==> config.mk <==
export PLATFORM = sky130hd
export DESIGN_NAME = aser_core
export DESIGN_NICKNAME = d
export VERILOG_FILES = /design/src/rtl/aser_pkg.sv /design/src/rtl/aser_baud.sv /design/src/rtl/aser_tx.sv /design/src/rtl/aser_rx.sv /design/src/rtl/aser_core.sv
export SDC_FILE = /design/constraint.sdc
export NUM_CORES = 1
export LEC_CHECK = 0
export BUFFER_PORTS_ARGS = -buffer_cell sky130_fd_sc_hd__buf_2
export CORE_MARGIN = 3
export CORE_UTILIZATION = 60
export CTS_CLUSTER_SIZE = 10
export DETAILED_ROUTE_END_ITERATION = 12
export PLACE_DENSITY = 0.77
export SETUP_SLACK_MARGIN = 0.5
export SYNTH_ARGS = -nofsm -noshare
export SYNTH_HDL_FRONTEND = slang
export SYNTH_HIERARCHICAL = 1
export SYNTH_SLANG_ARGS = --single-unit
export TNS_END_PERCENT = 30
==> constraint.sdc <==
create_clock -name clk -period 8.22 [get_ports clk]
set_input_delay 0.411 -clock clk [delete_from_list [all_inputs] [get_ports clk]]
set_output_delay 0.411 -clock clk [all_outputs]
set_load 0.01 [all_outputs]
==> src/rtl/aser_pkg.sv <==
// Shared types and register indices of the asynchronous serial port.
package aser_pkg;
    localparam int DW = 8;

    localparam logic [2:0] A_CTRL = 3'd0;
    localparam logic [2:0] A_FMT  = 3'd1;
    localparam logic [2:0] A_RATE = 3'd2;
    localparam logic [2:0] A_TXD  = 3'd3;
    localparam logic [2:0] A_RXD  = 3'd4;
    localparam logic [2:0] A_STAT = 3'd5;

    localparam int C_TXEN = 0;
    localparam int C_RXEN = 1;
    localparam int C_RIE  = 2;
    localparam int C_TIE  = 3;
    localparam int C_TEIE = 4;

    // Format register layout, bit 0 first: seven, par_en, par_odd, two_stop.
    typedef struct packed {
        logic two_stop;
        logic par_odd;
        logic par_en;
        logic seven;
    } fmt_t;

    typedef enum logic [2:0] {S_IDLE, S_START, S_DATA, S_PAR, S_STOP} ser_st_t;
endpackage

==> src/rtl/aser_baud.sv <==
// Sample-tick generator: one tick per PRE*(rate+1) clocks, or one per
// rising edge of the external clock. Also forms the bit clock (16 ticks).
// Assumes PRE >= 2 and an external clock slower than clk/2.
module aser_baud #(
    parameter int RATE_W = 8,
    parameter int PRE    = 4
) (
    input  logic              clk,
    input  logic              rst_n,
    input  logic [RATE_W-1:0] rate,
    input  logic              ext_sel,
    input  logic              ext_clk,
    output logic              tick,
    output logic              bclk
);
    localparam int CNT_W = RATE_W + $clog2(PRE) + 1;

    logic [CNT_W-1:0] cnt;
    logic [CNT_W-1:0] lim;
    logic [2:0]       es;
    logic [3:0]       ph;

    assign lim  = CNT_W'(PRE) * (CNT_W'(rate) + CNT_W'(1)) - CNT_W'(1);
    assign bclk = ph[3];

    // Free-running divider, wraps early if the rate shrinks.
    always_ff @(posedge clk) begin
        if (!rst_n)          cnt <= '0;
        else if (cnt >= lim) cnt <= '0;
        else                 cnt <= cnt + CNT_W'(1);
    end

    // Synchronise the external clock for edge detection.
    always_ff @(posedge clk) begin
        if (!rst_n) es <= '0;
        else        es <= {es[1:0], ext_clk};
    end

    // Select the tick source.
    always_ff @(posedge clk) begin
        if (!rst_n) tick <= 1'b0;
        else        tick <= ext_sel ? (es[1] & ~es[2]) : (cnt >= lim);
    end

    // Bit clock phase: 16 ticks per period.
    always_ff @(posedge clk) begin
        if (!rst_n)    ph <= '0;
        else if (tick) ph <= ph + 4'd1;
    end

    assert_tick_spaced_R2: assert property (@(posedge clk) disable iff (!rst_n)
        tick |=> !tick);
endmodule

==> src/rtl/aser_tx.sv <==
// Frame transmitter. Loads a byte only on a sample tick, so every bit spans
// exactly 16 ticks. Returns to idle at once when disabled.
module aser_tx import aser_pkg::*; (
    input  logic          clk,
    input  logic          rst_n,
    input  logic          en,
    input  logic          tick,
    input  fmt_t          fmt,
    input  logic          have,
    input  logic [DW-1:0] data,
    output logic          take,
    output logic          busy,
    output logic          txd
);
    ser_st_t       st;
    logic [3:0]    sub;
    logic [2:0]    bitn;
    logic [DW-1:0] sh;
    logic          pbit;
    logic          stop2;
    logic [2:0]    last;
    logic [DW-1:0] dmask;

    assign last  = fmt.seven ? 3'd6 : 3'd7;
    assign dmask = fmt.seven ? {1'b0, data[6:0]} : data;
    assign take  = en && tick && (st == S_IDLE) && have;
    assign busy  = (st != S_IDLE);

    // Frame sequencer.
    always_ff @(posedge clk) begin
        if (!rst_n) begin
            st <= S_IDLE; sub <= '0; bitn <= '0; sh <= '0; pbit <= 1'b0; stop2 <= 1'b0;
        end else if (!en) begin
            st <= S_IDLE;
        end else if (tick) begin
            if (st == S_IDLE) begin
                if (have) begin
                    sh <= dmask; pbit <= (^dmask) ^ fmt.par_odd;
                    st <= S_START; sub <= '0; stop2 <= 1'b0;
                end
            end else begin
                sub <= sub + 4'd1;
                if (sub == 4'd15) begin
                    case (st)
                        S_START: begin st <= S_DATA; bitn <= '0; end
                        S_DATA: begin
                            sh <= sh >> 1; bitn <= bitn + 3'd1;
                            if (bitn == last) st <= fmt.par_en ? S_PAR : S_STOP;
                        end
                        S_PAR: st <= S_STOP;
                        S_STOP: begin
                            if (fmt.two_stop && !stop2) stop2 <= 1'b1;
                            else                        st <= S_IDLE;
                        end
                        default: st <= S_IDLE;
                    endcase
                end
            end
        end
    end

    // Line level from the state.
    always_comb begin
        case (st)
            S_START: txd = 1'b0;
            S_DATA:  txd = sh[0];
            S_PAR:   txd = pbit;
            default: txd = 1'b1;
        endcase
    end
endmodule

==> src/rtl/aser_rx.sv <==
// Frame receiver. Finds the start edge on the 16x tick, re-checks it at
// mid-bit and samples each later bit 16 ticks apart. Checks the first stop bit only.
module aser_rx import aser_pkg::*; (
    input  logic          clk,
    input  logic          rst_n,
    input  logic          en,
    input  logic          tick,
    input  logic          rxd,
    input  logic          seven,
    input  logic          par_en,
    input  logic          par_odd,
    output logic          done,
    output logic [DW-1:0] data,
    output logic          perr,
    output logic          ferr
);
    ser_st_t       st;
    logic [1:0]    sy;
    logic          line;
    logic [3:0]    sub;
    logic [2:0]    bitn;
    logic [DW-1:0] sh;
    logic          pbit;
    logic [2:0]    last;

    assign line = sy[1];
    assign last = seven ? 3'd6 : 3'd7;
    assign data = seven ? {1'b0, sh[7:1]} : sh;

    // Two-flop synchroniser, idles high.
    always_ff @(posedge clk) begin
        if (!rst_n) sy <= 2'b11;
        else        sy <= {sy[0], rxd};
    end

    // Sampling sequencer.
    always_ff @(posedge clk) begin
        if (!rst_n) begin
            st <= S_IDLE; sub <= '0; bitn <= '0; sh <= '0; pbit <= 1'b0;
            done <= 1'b0; perr <= 1'b0; ferr <= 1'b0;
        end else if (!en) begin
            st <= S_IDLE; done <= 1'b0;
        end else begin
            done <= 1'b0;
            if (tick) begin
                sub <= sub + 4'd1;
                case (st)
                    S_IDLE: if (!line) begin st <= S_START; sub <= '0; end
                    S_START: if (sub == 4'd7) begin
                        sub <= '0; bitn <= '0;
                        st  <= line ? S_IDLE : S_DATA;
                    end
                    S_DATA: if (sub == 4'd15) begin
                        sh <= {line, sh[7:1]}; bitn <= bitn + 3'd1;
                        if (bitn == last) st <= par_en ? S_PAR : S_STOP;
                    end
                    S_PAR: if (sub == 4'd15) begin pbit <= line; st <= S_STOP; end
                    S_STOP: if (sub == 4'd15) begin
                        done <= 1'b1;
                        ferr <= !line;
                        perr <= par_en && (pbit != ((^data) ^ par_odd));
                        st   <= S_IDLE;
                    end
                    default: st <= S_IDLE;
                endcase
            end
        end
    end
endmodule

==> src/rtl/aser_core.sv <==
// Asynchronous serial port top: register file, flags, pin gating and
// interrupt requests around the tick generator, transmitter and receiver.
// Assumes one-cycle bus strobes and RATE_W <= 8.
module aser_core import aser_pkg::*; #(
    parameter int RATE_W = 8,
    parameter int PRE    = 4
) (
    input  logic          clk,
    input  logic          rst_n,
    input  logic          bus_sel,
    input  logic          bus_wr,
    input  logic [2:0]    bus_addr,
    input  logic [DW-1:0] bus_wdata,
    output logic [DW-1:0] bus_rdata,
    output logic          txd_o,
    output logic          txd_oe,
    input  logic          rxd_i,
    input  logic          ext_clk_i,
    output logic          clk_o,
    output logic          clk_oe,
    output logic          irq_rx,
    output logic          irq_tx,
    output logic          irq_tend
);
    localparam int SET_W = 5;

    logic [DW-1:0]     ctrl;
    fmt_t              fmt;
    logic [RATE_W-1:0] rate;
    logic [DW-1:0]     tdr;
    logic [DW-1:0]     rdr;
    logic              tx_empty;
    logic [3:0]        rflag;      // {overrun, framing, parity, full}
    logic [3:0]        seen;
    logic [SET_W-1:0]  settle;
    logic              tick, bclk, take, tx_busy, txd_raw;
    logic              rx_done, rx_perr, rx_ferr;
    logic [DW-1:0]     rx_data;
    logic              wr_ctrl, wr_fmt, wr_rate, wr_txd, wr_stat, rd_stat;
    logic              fmt_open, cfg_wr, settled;
    logic [DW-1:0]     stat;

    assign wr_ctrl  = bus_sel &  bus_wr & (bus_addr == A_CTRL);
    assign wr_fmt   = bus_sel &  bus_wr & (bus_addr == A_FMT);
    assign wr_rate  = bus_sel &  bus_wr & (bus_addr == A_RATE);
    assign wr_txd   = bus_sel &  bus_wr & (bus_addr == A_TXD);
    assign wr_stat  = bus_sel &  bus_wr & (bus_addr == A_STAT);
    assign rd_stat  = bus_sel & ~bus_wr & (bus_addr == A_STAT);
    assign fmt_open = !ctrl[C_TXEN] && !ctrl[C_RXEN];
    assign cfg_wr   = wr_rate | (wr_fmt & fmt_open) | (wr_ctrl & (bus_wdata[7:6] != ctrl[7:6]));
    assign settled  = settle[SET_W-1];
    assign stat     = {1'b0, settled, tx_empty & !tx_busy, rflag, tx_empty};

    aser_baud #(.RATE_W(RATE_W), .PRE(PRE)) u_baud (
        .clk(clk), .rst_n(rst_n), .rate(rate), .ext_sel(ctrl[7]),
        .ext_clk(ext_clk_i), .tick(tick), .bclk(bclk));

    aser_tx u_tx (
        .clk(clk), .rst_n(rst_n), .en(ctrl[C_TXEN]), .tick(tick), .fmt(fmt),
        .have(!tx_empty), .data(tdr), .take(take), .busy(tx_busy), .txd(txd_raw));

    aser_rx u_rx (
        .clk(clk), .rst_n(rst_n), .en(ctrl[C_RXEN]), .tick(tick),
        .rxd(ctrl[C_RXEN] ? rxd_i : 1'b1), .seven(fmt.seven), .par_en(fmt.par_en),
        .par_odd(fmt.par_odd), .done(rx_done), .data(rx_data), .perr(rx_perr), .ferr(rx_ferr));

    // Configuration registers; format is locked while either side is enabled.
    always_ff @(posedge clk) begin
        if (!rst_n) begin
            ctrl <= '0; fmt <= '0; rate <= '0; tdr <= '0;
        end else begin
            if (wr_ctrl)             ctrl <= bus_wdata;
            if (wr_fmt && fmt_open)  fmt  <= fmt_t'(bus_wdata[3:0]);
            if (wr_rate)             rate <= bus_wdata[RATE_W-1:0];
            if (wr_txd)              tdr  <= bus_wdata;
        end
    end

    // Transmit-empty flag: set on disable or hand-off, cleared by a data write.
    always_ff @(posedge clk) begin
        if (!rst_n)                                tx_empty <= 1'b1;
        else if (wr_ctrl && !bus_wdata[C_TXEN])   tx_empty <= 1'b1;
        else if (wr_txd)                           tx_empty <= 1'b0;
        else if (take)                             tx_empty <= 1'b1;
    end

    // Receive flags with read-then-write-zero clearing; new events win.
    always_ff @(posedge clk) begin
        if (!rst_n) begin
            rflag <= '0; seen <= '0; rdr <= '0;
        end else begin
            if (rd_stat) seen <= seen | rflag;
            if (wr_stat) begin
                for (int i = 0; i < 4; i++) begin
                    if (!bus_wdata[i+1] && seen[i]) begin
                        rflag[i] <= 1'b0;
                        seen[i]  <= 1'b0;
                    end
                end
            end
            if (rx_done && ctrl[C_RXEN]) begin
                if (rflag[0]) begin
                    rflag[3] <= 1'b1;
                end else begin
                    rdr      <= rx_data;
                    rflag[0] <= 1'b1;
                    if (rx_perr) rflag[1] <= 1'b1;
                    if (rx_ferr) rflag[2] <= 1'b1;
                end
            end
        end
    end

    // One-bit-interval settle counter after any clock or format change.
    always_ff @(posedge clk) begin
        if (!rst_n)                 settle <= '0;
        else if (cfg_wr)            settle <= '0;
        else if (tick && !settled)  settle <= settle + SET_W'(1);
    end

    // Register read mux.
    always_comb begin
        case (bus_addr)
            A_CTRL:  bus_rdata = ctrl;
            A_FMT:   bus_rdata = {4'b0, fmt};
            A_RATE:  bus_rdata = DW'(rate);
            A_TXD:   bus_rdata = tdr;
            A_RXD:   bus_rdata = rdr;
            A_STAT:  bus_rdata = stat;
            default: bus_rdata = '0;
        endcase
    end

    assign txd_o    = txd_raw;
    assign txd_oe   = ctrl[C_TXEN];
    assign clk_oe   = (ctrl[7:6] == 2'b01);
    assign clk_o    = clk_oe & bclk;
    assign irq_rx   = rflag[0] & ctrl[C_RIE];
    assign irq_tx   = tx_empty & ctrl[C_TIE];
    assign irq_tend = tx_empty & !tx_busy & ctrl[C_TEIE];

    assert_txe_on_disable_R7: assert property (@(posedge clk) disable iff (!rst_n)
        (wr_ctrl && !bus_wdata[C_TXEN]) |=> tx_empty);
    assert_rdr_hold_R8: assert property (@(posedge clk) disable iff (!rst_n)
        !ctrl[C_RXEN] |=> ($stable(rdr) && !$rose(rflag[3])));
    assert_fmt_locked_R9: assert property (@(posedge clk) disable iff (!rst_n)
        (ctrl[C_TXEN] || ctrl[C_RXEN]) |=> $stable(fmt));
    assert_overrun_keeps_R11: assert property (@(posedge clk) disable iff (!rst_n)
        $rose(rflag[3]) |-> $stable(rdr));
endmodule

* Word level (Yosys, flattened, before mapping)
Cells that the tools add are included.
Widths: inputs -> output; s select.
** Word-level totals
- Flip-flop bits (word level) :: 113
- Bits of input ports :: 17
- Output and inout bits :: 15
** Operators by class
- Add/sub/neg operators :: 9
- $lt $le $gt $ge :: 1
- Eq/ne operators :: 30
- Mux-type cells :: 58
- Bitwise logic cells :: 27
- Reduce and logical (&&, ||, !) cells :: 58
** Operators with widths (count)
- $mux 8 :: 6
- $pmux 8 s6 :: 1
- $mux 3 :: 15
- $mux 4 :: 8
- $mux 1 :: 21
- $reduce_and 4->1 :: 5
- $reduce_and 5->1 :: 4
- $eq 3x2->1 const B :: 6
- $and 1x1->1 :: 16
- $reduce_xor 8->1 :: 2
- $pmux 3 s5 :: 1
- $logic_and 1x1->1 :: 14
- $reduce_bool 2->1 :: 7
- $add 4x1->4 const B :: 3
- $eq 3x3->1 const B :: 4
- $logic_not 1->1 :: 12
- $pmux 3 s2 :: 2
- $pmux 3 s4 :: 1
- $add 11x1->11 const B :: 1
- $ge 11x11->1 :: 1
- $sub 11x1->11 const B :: 1
- $ne 2x1->1 const B :: 5
- $add 8x1->9 const B :: 1
- $eq 3x1->1 const B :: 3
- other kinds (25) :: 43

* Longest topological paths before layout
- Word-level depth :: 7
- Depth in mapped cells :: 13
- Gate-level depth less buffers :: 12

* By module
The synthesis kept the hierarchy.
** By module, submodules not included
- aser_core :: times used 1, cells an instance 267, area each 2463.6 um^2, seq. area each 1001.0 um^2
- aser_rx :: times used 1, cells an instance 147, area each 1335.0 um^2, seq. area each 480.5 um^2
- aser_tx :: times used 1, cells an instance 142, area each 1257.5 um^2, seq. area each 400.4 um^2
- aser_baud :: times used 1, cells an instance 136, area each 1176.1 um^2, seq. area each 380.4 um^2

* Worst setup path before layout
No wires, ideal clock.
- Kind :: flip-flop to flip-flop
- Start :: register rate[0]
- End :: register u_baud.cnt[10]
- Data arrival time :: 2.732 ns
- Data required time :: 8.156 ns
- Setup slack :: 5.424 ns
- Stages on the path, launching flop included :: 13
- Period minus slack after synthesis :: 2.796 ns
- Path through :: dfxtp_1 ha_1 nand2b_1 nor4_1 a21oi_1 mux2i_1 xnor2_1 ha_1 nand4_1 nor3_1 or4b_4 buf_6 nor2_1
** On the way
- Cells in the longest elaborated chain, start to end :: 4
** Ends and longest elaborated chain
- from (decl) :: RTL line aser_core.sv:29 : logic [RATE_W-1:0] rate;
- from (signal assigned) :: RTL line aser_core.sv:74 : if (wr_rate) rate <= bus_wdata[RATE_W-1:0];
- $add 8x1->9 :: RTL line aser_baud.sv:23 : assign lim = CNT_W'(PRE) * (CNT_W'(rate) + CNT_W'(1)) - CNT_W'(1);
- $sub 11x1->11 :: RTL line aser_baud.sv:23
- $ge 11x11->1 :: RTL line aser_baud.sv:29 : else if (cnt >= lim) cnt <= '0;
- $reduce_or 2->1 (no line)
- to (signal assigned) :: RTL line aser_baud.sv:30 : else cnt <= cnt + CNT_W'(1);
- to (decl) :: RTL line aser_baud.sv:18 : logic [CNT_W-1:0] cnt;
No other way between the ends.
A chain may end at the register's enable or synchronous reset.

* Worst setup path in the final report
- Start :: register rate[0]
- End :: register u_baud.cnt[5]
The elaborated chain is that of the path after synthesis.

==> run metrics <==
Startpoint Class=register; core area=9950 um^2; Tot Pwr=0.00142 W; Clock Latency Late Sink=530 ps; WL final=14.3 mm; CTS Buf Count=17; routability cong.=0.843; Seq/Total Area, Yosys=0.363; Synth Net Count=726; commonest non-fill, non-tap cell in the layout=dfxtp_1; Syn. warnings=6; fin util=0.702; DR vias/cell=6.02; DR WL/cell=16.7 um; Worst path max stage delay=620 ps; number of synthesized flops with an enable pin=0; CP max stage cell=or4b_4; die width=108 um; clock tree buffer depth=2; Critical R2R Launch=rate[0]$_SDFFE_PN0P_; VDD IR max=0.000176 V; Layout Area Growth over Synthesis=12.1%; Crit. End Element=register; Worst Clk Skew=8.71 ps; CP delay by family, top=simple AND/OR/NAND/NOR gates; worst-margin pin slew=791 ps; reg-to-reg critical path endpoint=u_baud/cnt[5]$_SDFF_PP0_; Leakage=2.79 nW; Hold Buf Count CTS=0; Tmin final=3080 ps; Residual DRC=0; maximum number of pins on one net before global-route repair=83; pre-CTS WS=5180 ps; reg2reg path depth=11; Crit Path Class=reg -> reg; total I/O pin count=32; Slew Limit Fails=0; #FFs+latches synth=113; HP Start=ext_clk_i; full die area=11,600 um^2; Max FO, Critical Path=11; H-tree Lvls=4; Resized cells post-CTS=0; critical path, cell by cell=ha_1 > nand2b_1 > nor4_1 > a21oi_1 > mux2i_1 > xnor2_1 > ha_1 > nand4_1 > nor3_1 > or4b_4 > nor2_1; Yosys cell types=77; critical path arrival=3540 ps; Slew headroom=0.473; Synth async-reset ratio=0; outcome=finished clean; layout cells sized above 1=0.141; Post-CTS Setup Inserts=0; Worst Slack Setup Final=5140 ps; Initial Util=0.626; Die Height=108 um; fin nets=746; Non-Filler Instances=857; Detailed Routing Iterations Pass 1=6; first-pass GRT wire length=23.9 mm; gr ovfl total=0; setup slack, reg-to-reg=5140 ps; n_diodes=0; clock sink count=113; synth top area cells=dfxtp_1, mux2i_1, nand2_1; maximum clock frequency=0.324 GHz; cell mode on critical path=ha_1; fin crit share=0.375; hold depth=2; Critical Path RT=8680 ps; RSZ-0062 raised after global routing=no; Root Buffer=clkbuf_8; setup_tns=0 ps; pwr dens=203 nW/um^2; number of core rows=36; Hold EP=u_baud/es[0]$_SDFF_PN0_; post-synth top area cell=dfxtp_1; CTS tree=done; I/O Buffers=31; count of final setup violators=0; vias in the first global route=4,914; Worst-path clk slew=60 ps; Post-DP HPWL=9.85 mm; # placed instances=826; synthesized cell area=6230 um^2; cell count after synthesis=692; Yosys top cell area share=0.363; Detail Route Antenna Nets=0; commonest non-fill, non-tap cells in the layout=dfxtp_1, nand2_1, mux2i_1; Worst Hold Class=in -> reg; CP Buf/Inv Count=0; dominant synthesized flop cell=dfxtp_1; DR vias=5,159; average size of a mapped cell=9.01 um^2; maxcap violations=0; Final Hold Viols=0; critical path depth=11; fillers=792; 1st-iter DRT viols=341; initial antenna violation count=0; crit path launch=rate[0]$_SDFFE_PN0P_; gr usage total=0.260
==> metal layers <==
metal | share of wire | global-route usage
met5 | 0 | 0
met4 | 0.029 | 0.127
met3 | 0.062 | 0.0666
met2 | 0.47 | 0.411
met1 | 0.44 | 0.331
==> worst max-delay path by stage <==
stage / slack [ps] / to
6_report: 5140 / u_baud/cnt[5]$_SDFF_PP0_
5_1_grt: 4930 / u_baud/cnt[5]$_SDFF_PP0_
4_1_cts: 5160 / u_baud/cnt[5]$_SDFF_PP0_
3_5_place_dp: 5180 / u_baud/cnt[5]$_SDFF_PP0_
3_3_place_gp: 5340 / u_baud/cnt[10]$_SDFF_PP0_
2_1_floorplan: 5420 / u_baud/cnt[10]$_SDFF_PP0_
==> layout make-up <==
type                       instances  area [um^2]  area share
clock buffer                      21          469      0.0672
clock inverter                    10          133      0.0190
inverter                          24         92.6      0.0133
multi-input combinational        524         3700       0.530
tap                              133          166      0.0238
timing repair buffer              32          163      0.0233
sequential                       113         2260       0.324
==> synthesized netlist by cell type, types with 4 or more instances <==
master and count:
a21oi_1 26, and3_1 5, and2_1 12, a31oi_1 8, o31ai_1 7, xor2_1 16, or3b_2 4, ha_1 17
inv_1 22, nor3_1 11, o22ai_1 6, o211a_1 7, nand3b_1 8, buf_2 4, a22oi_1 4, mux2_2 9
nand2_1 62, nand2b_1 12, a21boi_0 18, nand4_1 13, or2_2 5, o21ai_0 21, nor4_1 4, nor2b_1 36
nand3_1 23, nor2_1 53, buf_6 6, mux2i_1 54, clkbuf_1 18, or4_1 4, xnor2_1 22, dfxtp_1 113
==> stage by stage <==
stage          instance area, um^2  hold slack (ps)
4_1_cts                       6990             78.3
3_5_place_dp                  6380              398
3_3_place_gp                  6380              389
6_report                      6990              103
2_1_floorplan                 6230              386
5_1_grt                       6990             88.7
==> where the power goes <==
group | switching (W) | internal (W)
combinational | 0.0000507 | 0.0000385
clock | 0.000254 | 0.000489
sequential | 0.0000221 | 0.000560
total | 0.000327 | 0.00109
==> sequential cells by signal, indices dropped and copies added (netlist names), 4 cells and up <==
register    count
u_rx/sh         8
u_baud/cnt     11
fmt             4
rdr             8
u_rx/sub        4
u_tx/sh         8
ctrl            8
u_baud/ph       4
u_tx/sub        4
seen            4
settle          5
rate            8
tdr             8
rflag           4
==> kinds of logic after synthesis <==
| family | share of synthesized area |
|---|---|
| AO/OA/AOI/OAI | 0.141 |
| XOR/XNOR | 0.0642 |
| adder cells (fa/ha/maj) | 0.0341 |
| buffers and inverters | 0.0434 |
| AND/OR/NAND/NOR | 0.246 |
| multiplexers | 0.109 |
| flip-flops | 0.363 |
Power figures use the tool's default switching activity.
